### src/rtl/ibr_pkg.sv
package ibr_pkg;
    localparam int DW     = 32;
    localparam int AW     = 8;
    localparam int HAW    = 3;
    localparam int NBANK  = 2;
    localparam int BANK_W = $clog2(NBANK);

    // control register bit positions
    localparam int RSTN_BIT = 15;
    localparam int PLL_REQ  = 24;
    localparam int PLL_ACK  = 25;
    localparam int PHY_REQ  = 26;
    localparam int PHY_ACK  = 27;
    localparam int RWB_BIT  = 31;

    localparam logic [DW-1:0] WMASK = (DW'(1) << RWB_BIT) | (DW'(1) << PHY_REQ) |
                                      (DW'(1) << PLL_REQ) | (DW'(1) << RSTN_BIT) |
                                      DW'((1 << AW) - 1);

    localparam logic [BANK_W-1:0] BANK_PLL = BANK_W'(0);
    localparam logic [BANK_W-1:0] BANK_PHY = BANK_W'(1);

    typedef enum logic [1:0] {
        OP_LOAD = 2'd0,
        OP_SET  = 2'd1,
        OP_CLR  = 2'd2,
        OP_TOG  = 2'd3
    } alias_op_e;

    localparam logic [HAW-1:0] OFS_WDATA = HAW'(4);
    localparam logic [HAW-1:0] OFS_RDATA = HAW'(5);

    typedef struct packed {
        logic              rwb;
        logic [AW-1:0]     addr;
        logic [DW-1:0]     wdata;
        logic [BANK_W-1:0] bank;
    } xfer_t;

    function automatic logic [DW-1:0] apply_alias(alias_op_e op, logic [DW-1:0] cur,
                                                  logic [DW-1:0] wd);
        logic [DW-1:0] r;
        case (op)
            OP_LOAD: r = wd;
            OP_SET:  r = cur | wd;
            OP_CLR:  r = cur & ~wd;
            default: r = cur ^ wd;
        endcase
        return r & WMASK;
    endfunction

    // highest index wins: the PHY bank has priority
    function automatic logic [BANK_W-1:0] pick_bank(logic [NBANK-1:0] pend);
        logic [BANK_W-1:0] s;
        s = '0;
        for (int i = 0; i < NBANK; i++)
            if (pend[i]) s = BANK_W'(i);
        return s;
    endfunction
endpackage

### src/rtl/ibr_ctrl_reg.sv
module ibr_ctrl_reg
    import ibr_pkg::*;
(
    input  logic             clk,
    input  logic             rst,
    input  logic             wr_en,
    input  alias_op_e        op,
    input  logic [DW-1:0]    wdata,
    input  logic [NBANK-1:0] ack_tog,
    output logic [DW-1:0]    ctrl_q
);
    logic [DW-1:0]    sw_q, sw_nxt;
    logic [NBANK-1:0] ack_q, req_nxt;

    always_comb begin
        sw_nxt  = wr_en ? apply_alias(op, sw_q, wdata) : sw_q;
        req_nxt = {sw_nxt[PHY_REQ], sw_nxt[PLL_REQ]};
    end

    always_ff @(posedge clk) begin
        if (rst) begin
            sw_q  <= '0;
            ack_q <= '0;
        end else begin
            sw_q <= sw_nxt;
            if (!sw_nxt[RSTN_BIT])
                ack_q <= req_nxt;
            else
                ack_q <= ack_q ^ ack_tog;
        end
    end

    always_comb begin
        ctrl_q          = sw_q;
        ctrl_q[PHY_ACK] = ack_q[BANK_PHY];
        ctrl_q[PLL_ACK] = ack_q[BANK_PLL];
    end
endmodule

### src/rtl/ibr_engine.sv
module ibr_engine
    import ibr_pkg::*;
(
    input  logic                      clk,
    input  logic                      rst,
    input  logic                      en,
    input  logic [NBANK-1:0]          req,
    input  logic [NBANK-1:0]          ack,
    input  logic                      rwb,
    input  logic [AW-1:0]             addr,
    input  logic [DW-1:0]             wdata,
    input  logic [NBANK-1:0]          bank_ready,
    input  logic [NBANK-1:0][DW-1:0]  bank_rdata,
    output logic [NBANK-1:0]          bank_valid,
    output logic [AW-1:0]             ibus_addr,
    output logic                      ibus_we,
    output logic [DW-1:0]             ibus_wdata,
    output logic [NBANK-1:0]          ack_tog,
    output logic [DW-1:0]             rdata_q
);
    logic             busy;
    xfer_t            cur;
    logic [NBANK-1:0] pending;
    logic             done;

    assign pending    = req ^ ack;
    assign done       = busy && en && bank_ready[cur.bank];
    assign ack_tog    = done ? (NBANK'(1) << cur.bank) : '0;
    assign ibus_addr  = cur.addr;
    assign ibus_we    = ~cur.rwb;
    assign ibus_wdata = cur.wdata;

    for (genvar b = 0; b < NBANK; b++) begin : g_valid
        assign bank_valid[b] = busy && en && (cur.bank == BANK_W'(b));
    end

    always_ff @(posedge clk) begin
        if (rst) begin
            busy    <= 1'b0;
            cur     <= '0;
            rdata_q <= '0;
        end else if (!en) begin
            busy <= 1'b0;
        end else if (busy) begin
            if (done) begin
                busy <= 1'b0;
                if (cur.rwb)
                    rdata_q <= bank_rdata[cur.bank];
            end
        end else if (|pending) begin
            busy <= 1'b1;
            cur  <= '{rwb: rwb, addr: addr, wdata: wdata, bank: pick_bank(pending)};
        end
    end
endmodule

### src/rtl/ind_reg_bridge.sv
module ind_reg_bridge
    import ibr_pkg::*;
(
    input  logic           clk,
    input  logic           rst,
    input  logic           host_we,
    input  logic [HAW-1:0] host_addr,
    input  logic [DW-1:0]  host_wdata,
    output logic [DW-1:0]  host_rdata,
    output logic [AW-1:0]  ibus_addr,
    output logic           ibus_we,
    output logic [DW-1:0]  ibus_wdata,
    output logic           phy_valid,
    input  logic           phy_ready,
    input  logic [DW-1:0]  phy_rdata,
    output logic           pll_valid,
    input  logic           pll_ready,
    input  logic [DW-1:0]  pll_rdata
);
    logic [DW-1:0]             ctrl_q, wdata_q, rdata_q;
    logic                      ctrl_wr;
    logic [NBANK-1:0]          ack_tog, bank_valid;
    logic [NBANK-1:0][DW-1:0]  bank_rdata;

    assign ctrl_wr = host_we && (host_addr[HAW-1] == 1'b0);

    ibr_ctrl_reg u_ctrl (
        .clk     (clk),
        .rst     (rst),
        .wr_en   (ctrl_wr),
        .op      (alias_op_e'(host_addr[1:0])),
        .wdata   (host_wdata),
        .ack_tog (ack_tog),
        .ctrl_q  (ctrl_q)
    );

    always_ff @(posedge clk) begin
        if (rst)
            wdata_q <= '0;
        else if (host_we && host_addr == OFS_WDATA)
            wdata_q <= host_wdata;
    end

    assign bank_rdata[BANK_PHY] = phy_rdata;
    assign bank_rdata[BANK_PLL] = pll_rdata;

    ibr_engine u_eng (
        .clk        (clk),
        .rst        (rst),
        .en         (ctrl_q[RSTN_BIT]),
        .req        ({ctrl_q[PHY_REQ], ctrl_q[PLL_REQ]}),
        .ack        ({ctrl_q[PHY_ACK], ctrl_q[PLL_ACK]}),
        .rwb        (ctrl_q[RWB_BIT]),
        .addr       (ctrl_q[AW-1:0]),
        .wdata      (wdata_q),
        .bank_ready ({phy_ready, pll_ready}),
        .bank_rdata (bank_rdata),
        .bank_valid (bank_valid),
        .ibus_addr  (ibus_addr),
        .ibus_we    (ibus_we),
        .ibus_wdata (ibus_wdata),
        .ack_tog    (ack_tog),
        .rdata_q    (rdata_q)
    );

    assign phy_valid = bank_valid[BANK_PHY];
    assign pll_valid = bank_valid[BANK_PLL];

    always_comb begin
        if (host_addr[HAW-1] == 1'b0)   host_rdata = ctrl_q;
        else if (host_addr == OFS_WDATA) host_rdata = wdata_q;
        else if (host_addr == OFS_RDATA) host_rdata = rdata_q;
        else                             host_rdata = '0;
    end
endmodule

### config.mk
export PLATFORM = sky130hd
export DESIGN_NAME = ind_reg_bridge
export DESIGN_NICKNAME = d
export VERILOG_FILES = /design/src/rtl/ibr_pkg.sv /design/src/rtl/ibr_ctrl_reg.sv /design/src/rtl/ibr_engine.sv /design/src/rtl/ind_reg_bridge.sv
export SDC_FILE = /design/constraint.sdc
export NUM_CORES = 1
export LEC_CHECK = 0
export BUFFER_PORTS_ARGS = -buffer_cell sky130_fd_sc_hd__clkbuf_2
export CAP_MARGIN = 20
export CORE_MARGIN = 2
export CORE_UTILIZATION = 35
export CTS_BUF_LIST = sky130_fd_sc_hd__clkbuf_2
export CTS_CLUSTER_DIAMETER = 200
export DETAILED_ROUTE_END_ITERATION = 6
export PLACE_DENSITY = 0.57
export RECOVER_POWER = 100
export SYNTH_ARGS = -nofsm -noshare
export SYNTH_HDL_FRONTEND = slang
export SYNTH_SLANG_ARGS = --single-unit
### constraint.sdc
create_clock -name clk -period 1.8 [get_ports clk]
set_input_delay 0.27 -clock clk [delete_from_list [all_inputs] [get_ports clk]]
set_output_delay 0.27 -clock clk [all_outputs]
set_load 0.03 [all_outputs]
==> results of run 1 <==
## how the worst min path moves through the flow
| stage | startpoint | end | slack (ns) |
|---|---|---|---|
| floorplan | host_wdata[0] | wdata_q[0]$_SDFFE_PP0P_ | 0.41 |
| global placement | u_eng.ibus_addr[4]$_SDFFE_PP0P_ | u_eng.ibus_addr[4]$_SDFFE_PP0P_ | 0.44 |
| detailed placement | u_eng.ibus_wdata[12]$_SDFFE_PP0P_ | u_eng.ibus_wdata[12]$_SDFFE_PP0P_ | 0.45 |
| CTS | host_we | wdata_q[26]$_SDFFE_PP0P_ | 0.04 |
| global route | host_we | wdata_q[26]$_SDFFE_PP0P_ | 0.06 |
| finish | host_we | wdata_q[26]$_SDFFE_PP0P_ | 0.12 |
## tightest hold or removal path, cell delays in order
cell	delay (ns)
clkbuf_2	0.10
nor3b_4	0.16
buf_4	0.15
nand2_1	0.06
a21oi_1	0.05
## through the flow
stage	setup TNS (ns)	hold slack, ns
final	-0.0370	0.125
after global placement	0	0.443
after detailed placement	0	0.448
after floorplan	0	0.406
after CTS	-0.464	0.0423
after global routing	-5.14	0.0567
## power breakdown
part	switching (W)	internal (W)
clock network	0.00102	0.000890
logic	0.000509	0.000552
registers	0.0000340	0.00273
## layout make-up
cell class                 instances  area, um2
clock inverter                    12        156
antenna                            1       2.50
timing repair buffer             345       2710
sequential                       121       2500
inverter                          39        146
fill                            1632       8210
tap                              225        282
clock buffer                      19       95.1
multi-input combinational        471       3190
## sequential cells by signal, indices dropped and copies added (netlist names)
name and count:
u_ctrl.sw_q 12, u_eng.rdata_q 32, u_eng.cur 2, u_eng.ibus_wdata 32, u_ctrl.ack_q 2, u_eng.ibus_addr 8
wdata_q 32, u_eng.busy 1
## cell usage in the layout, fill, tap and decap left out, types with 23 or more instances in the layout
cell type        n
buf_4           61
dfxtp_1         55
a211oi_1        35
inv_1           33
nand2_1        148
nor2_1          63
mux2i_1         58
ha_1            23
clkbuf_2       150
dlygate4sd3_1  104
dfxtp_2         66
a21oi_1         75
## synthesized netlist by cell type
library cell,instances,area [um2]
and3_1,1,6.26
nand2b_1,2,12.5
o21a_1,2,15.0
nand3_1,3,15.0
a21oi_1,75,375
buf_2,24,120
nor2b_1,1,6.26
nor2_1,64,240
mux2i_1,65,651
nor3b_1,1,7.51
nand4b_1,1,8.76
nor3_4,1,16.3
ha_1,24,300
a22oi_1,1,7.51
or3b_1,1,8.76
nand3b_1,2,15.0
mux4_2,12,270
buf_4,44,330
o21ai_1,1,5.00
nand2_1,149,559
buf_1,1,3.75
o211ai_1,2,15.0
xnor2_1,2,17.5
o22ai_1,14,87.6
nand4_1,1,6.26
inv_1,39,146
nor3b_2,1,12.5
xor2_1,2,17.5
buf_6,3,33.8
clkbuf_1,20,75.1
dfxtp_1,121,2420
a211oi_1,35,263
a211oi_2,8,100
## kinds of logic after synthesis
kind of cell,count (synthesis)
XOR/XNOR,4
adder cells (fa/ha/maj),24
AND/OR/NAND/NOR,228
flip-flops,121
AO/OA/AOI/OAI,138
multiplexers,77
buffers and inverters,131
## timing repair
| item | 4_1_cts | 5_1_grt |
|---|---|---|
| buffers inserted | 28 | 11 |
| setup endpoints to repair | 33 | 80 |
| pin swaps | 14 | 11 |
| hold endpoints to repair | 83 | 0 |
| resized for setup | 119 | 52 |
| gates cloned | 0 | 1 |
| hold buffers | 104 | 0 |
## layer usage
metal,track usage,vias up,wire (um)
met3,0.0452,21,954
met1,0.264,2767,8790
met2,0.330,170,9020
li1,-,2949,-
met5,0,-,0
met4,0.0682,0,318
==> qor.txt, run 1 <==
Status - complete, but fails checks
Failing checks - setup timing
Multiplexer area fraction after synthesis - 0.149
Area grow syn2layout - 47.3%
Critical Path AT - 2.44 ns
Syn Inst Count - 723
Post-DRT Antenna Nets - 0
Routed wire length - 19,100 um
Tcrit/Tclk final - 1.01
CP Launch Point - u_ctrl.sw_q[15]$_SDFF_PP0_
# IOs - 179
Final Core Density - 0.525
Worst-margin pin slew - 0.649 ns
Final global-route overflow total - 0
Largest family of logic cells by synthesized area - multiplexers
Clock buffer depth - 2
Critical-path maximum fanout - 20
Total global-route track usage - 0.202
Wirelength per Cell - 15.5 um
H-tree depth - 4
DP Worst Slack - 0.166 ns
Post-Syn Area - 0.00617 mm2
Clk_lat worst skew - 0.69 ns
Vias per Instance - 4.79
Worst Setup EP - u_eng.ibus_wdata[30]$_SDFFE_PP0P_
Reg2reg start - u_ctrl.sw_q[15]$_SDFF_PP0_
Register area share after synthesis - 0.393
PortBufs - 178
Placed Area - 0.00719 mm2
Leak - 3.73 nW
FF-to-FF End - u_eng.ibus_wdata[30]$_SDFFE_PP0P_
Worst slew margin - 0.567
Vias - 5,907
Synth Area in Compound Gates - 0.141
Maximum VDD drop - 0.357 mV
CP top delay family - buffers and inverters
Period minus WS final - 1.82 ns
Row count - 48
Syn_nets - 851
Setup CP Type - reg2reg
Vias in the first global route - 5,771
Synth Area in Adders - 0.0487
First-pass GRT wire length - 29,200 um
Type of the worst min-delay path - in2reg
TritonCTS clock tree - done
Internal reg-to-reg setup slack - -0.02 ns
Fraction of layout cells with a size suffix above 1 - 0.373
MaxCap Viol Count - 0
Startpoint types - register
Hpwl dp - 12,000 um
Slowest CP cell - dfxtp_1
Most used cell, CP - buf_6
Worst r2r path cells - 8
Root Driver - clkbuf_2
First-pass iteration count of the detailed router - 4
Final slew viol count - 0
Crit-path max cell delay - 0.39 ns
Initial antenna violation count - 1
Core region area - 0.0173 mm2
RSZ-0062 raised after global routing - true
Simple-Gate Fraction of Synth Area - 0.148
Final Power - 0.00574 W
CP required - 2.43 ns
Avg Cell Area, Syn - 8.54 um2
Total CTS buffers - 17
Final Hold Fails - 0
Final worst setup slack - -0.0165 ns
Post-synth cell types - 33
Pin count of the biggest net entering global routing - 65
Fin cells - 1,233
XOR/XNOR Fraction of Synth Area - 0.00568
Inst Count DP - 1,058
Clock slew at reported path FFs - 0.17 ns
Yosys warnings - 0
Die H - 137 um
Crit end category - register
Final #Nets - 1,123
WP buf/inv - 4
Die Footprint - 0.0187 mm2
Cell Pwr Density - 631 mW/mm2
Setup Viol. Count Final - 3
FF+latch count, synth - 121
Critical Path, Cell by Cell - buf_6 > buf_6 > buf_4 > nor2b_1 > o21a_2 > buf_12 > nand2_1 > a21oi_1
Initial Utilization - 0.357
Post-route DRC violation count - 0
DR iter-0 viols - 261
Critical path depth - 8
Post-layout instance area - 0.00909 mm2
Die extent in x - 137 um
Routability-driven placement congestion ratio - 0.805
Sink Count - 121
FMAX - 551 MHz
Worst Hold Depth - 5
Worst Clk Skew - 0.0243 ns
Note: power is estimated with default switching activity, not from simulation.
==> run 2, diff against run 1 <==
SKIP_LAST_GASP = 1   (was unset)
==> qor.txt, run 2 (synthesis results as in run 1) <==
Storage element area - 0.00250 mm2
Final #Nets - 1,123
Die H - 137 um
Reg power frac - 0.482
Period minus WS final - 1.82 ns
Area grow syn2layout - 47.3%
Clk_lat worst skew - 0.70 ns
TritonCTS clock tree - done
Routed wire length - 19,100 um
First-pass iteration count of the detailed router - 5
Footprint of the multi-input gates - 0.00319 mm2
Combinational share of power - 0.185
Internal - 0.00417 W
# IOs - 179
Status - complete, but fails checks
Fraction of layout cells with a size suffix above 1 - 0.370
Leading cell type in the layout, fill and taps excluded - clkbuf_2
Crit end category - register
Cell Pwr Density - 630 mW/mm2
Final Hold Fails - 0
Row count - 48
Post-layout instance area - 0.00909 mm2
Type of the worst min-delay path - in2reg
Critical Path, Cell by Cell - buf_6 > buf_6 > buf_4 > nor2b_1 > o21a_2 > buf_12 > nand2_1 > a21oi_1
Wirelength per Cell - 15.5 um
Core region area - 0.0173 mm2
H-tree depth - 4
Clock buffer depth - 2
Worst-margin pin slew - 0.650 ns
Vias per Instance - 4.80
Slowest CP cell - dfxtp_1
PortBufs - 178
Final global-route overflow total - 0
RSZ-0062 raised after global routing - true
Total CTS buffers - 17
Most used cell, CP - buf_6
CP required - 2.42 ns
Most frequent cells in the layout - clkbuf_2, nand2_1, dlygate4sd3_1
Min Hold Slack - 0.121 ns
Die Footprint - 0.0187 mm2
Final worst setup slack - -0.0167 ns
Switching Fraction - 0.272
Clock slew at reported path FFs - 0.17 ns
Worst slew margin - 0.566
Hpwl dp - 12,000 um
Placed Area - 0.00719 mm2
Final TNS setup - -0.0452 ns
Sink Count - 121
Vias - 5,917
Failing checks - setup timing
FMAX - 550 MHz
Tcrit/Tclk final - 1.01
Net Switching - 0.00156 W
Vias in the first global route - 5,771
Maximum VDD drop - 0.359 mV
Total global-route track usage - 0.202
Final slew viol count - 0
Die extent in x - 137 um
First-pass GRT wire length - 29,200 um
Final Power - 0.00573 W
Pin count of the biggest net entering global routing - 65
DR iter-0 viols - 272
Clock share of power - 0.333
Final Core Density - 0.526
Routability-driven placement congestion ratio - 0.805
Post-DRT Antenna Nets - 0
Critical-path maximum fanout - 20
Root Driver - clkbuf_2
Initial antenna violation count - 1
Initial Utilization - 0.357
Filler Cell Count - 1,633
Startpoint types - register
MaxCap Viol Count - 0
Critical Path AT - 2.44 ns
Setup Viol. Count Final - 5
Leak - 3.73 nW
Post-route DRC violation count - 0
Crit-path max cell delay - 0.39 ns
Worst Clk Skew - 0.0271 ns
Setup CP Type - reg2reg
## run 2: area by class of cell
| class | instances | area share |
|---|---|---|
| inverter | 39 | 0.0161 |
| tap | 225 | 0.0310 |
| multi-input combinational | 471 | 0.351 |
| clock inverter | 12 | 0.0172 |
| clock buffer | 19 | 0.0105 |
| timing repair buffer | 345 | 0.299 |
| sequential | 121 | 0.275 |
| antenna | 1 | 0.000275 |
## run 2: layer usage
| metal | up-vias | wire length (um) | global-route usage |
|---|---|---|---|
| met5 | - | 0 | 0 |
| met4 | 0 | 313 | 0.0682 |
| met3 | 19 | 911 | 0.0452 |
| met2 | 175 | 9080 | 0.330 |
| met1 | 2773 | 8770 | 0.264 |
| li1 | 2950 | - | - |
## run 2: per-stage QoR
step                setup slack [ns]  std cells
floorplan                     0.0306        723
global route                  -0.113       1233
finish                       -0.0167       1233
detailed placement             0.166       1058
CTS                          -0.0508       1221
global placement               0.175       1058
## run 2: worst max-delay path, delay by kind of cell, from the launching register on
family                 cells  cell delay (ns)
buffers and inverters      4             0.53
AND/OR/NAND/NOR            2             0.42
flip-flops                 1             0.39
AO/OA/AOI/OAI              2             0.39
## run 2: power by group through the flow
stage / sequential (W) / combinational (W) / clock (W)
after floorplan: 0.00281 / 0.000463 / 0
after global placement: 0.00282 / 0.000760 / 0
after detailed placement: 0.00282 / 0.000772 / 0
after CTS: 0.00276 / 0.00105 / 0.00196
after global routing: 0.00277 / 0.00115 / 0.00207
final: 0.00276 / 0.00106 / 0.00191
## run 2: worst paths after layout
path / cells past startpoint / slack [ns] / start / end
max: 8 / -0.02 / u_ctrl.sw_q[15]$_SDFF_PP0_ / u_eng.ibus_wdata[30]$_SDFFE_PP0P_
min: 5 / 0.12 / host_we / wdata_q[31]$_SDFFE_PP0P_
max reg2reg: 8 / -0.02 / u_ctrl.sw_q[15]$_SDFF_PP0_ / u_eng.ibus_wdata[30]$_SDFFE_PP0P_
min reg2reg: 2 / 0.44 / wdata_q[9]$_SDFFE_PP0P_ / u_eng.ibus_wdata[9]$_SDFFE_PP0P_
## run 2: timing repair
item,in CTS,in global routing
hold endpoints to repair,83,0
cloned,0,1
setup buffers,28,11
setup endpoints to repair,33,80
resized for setup,116,52
hold buffers,104,0
pin swaps,13,12
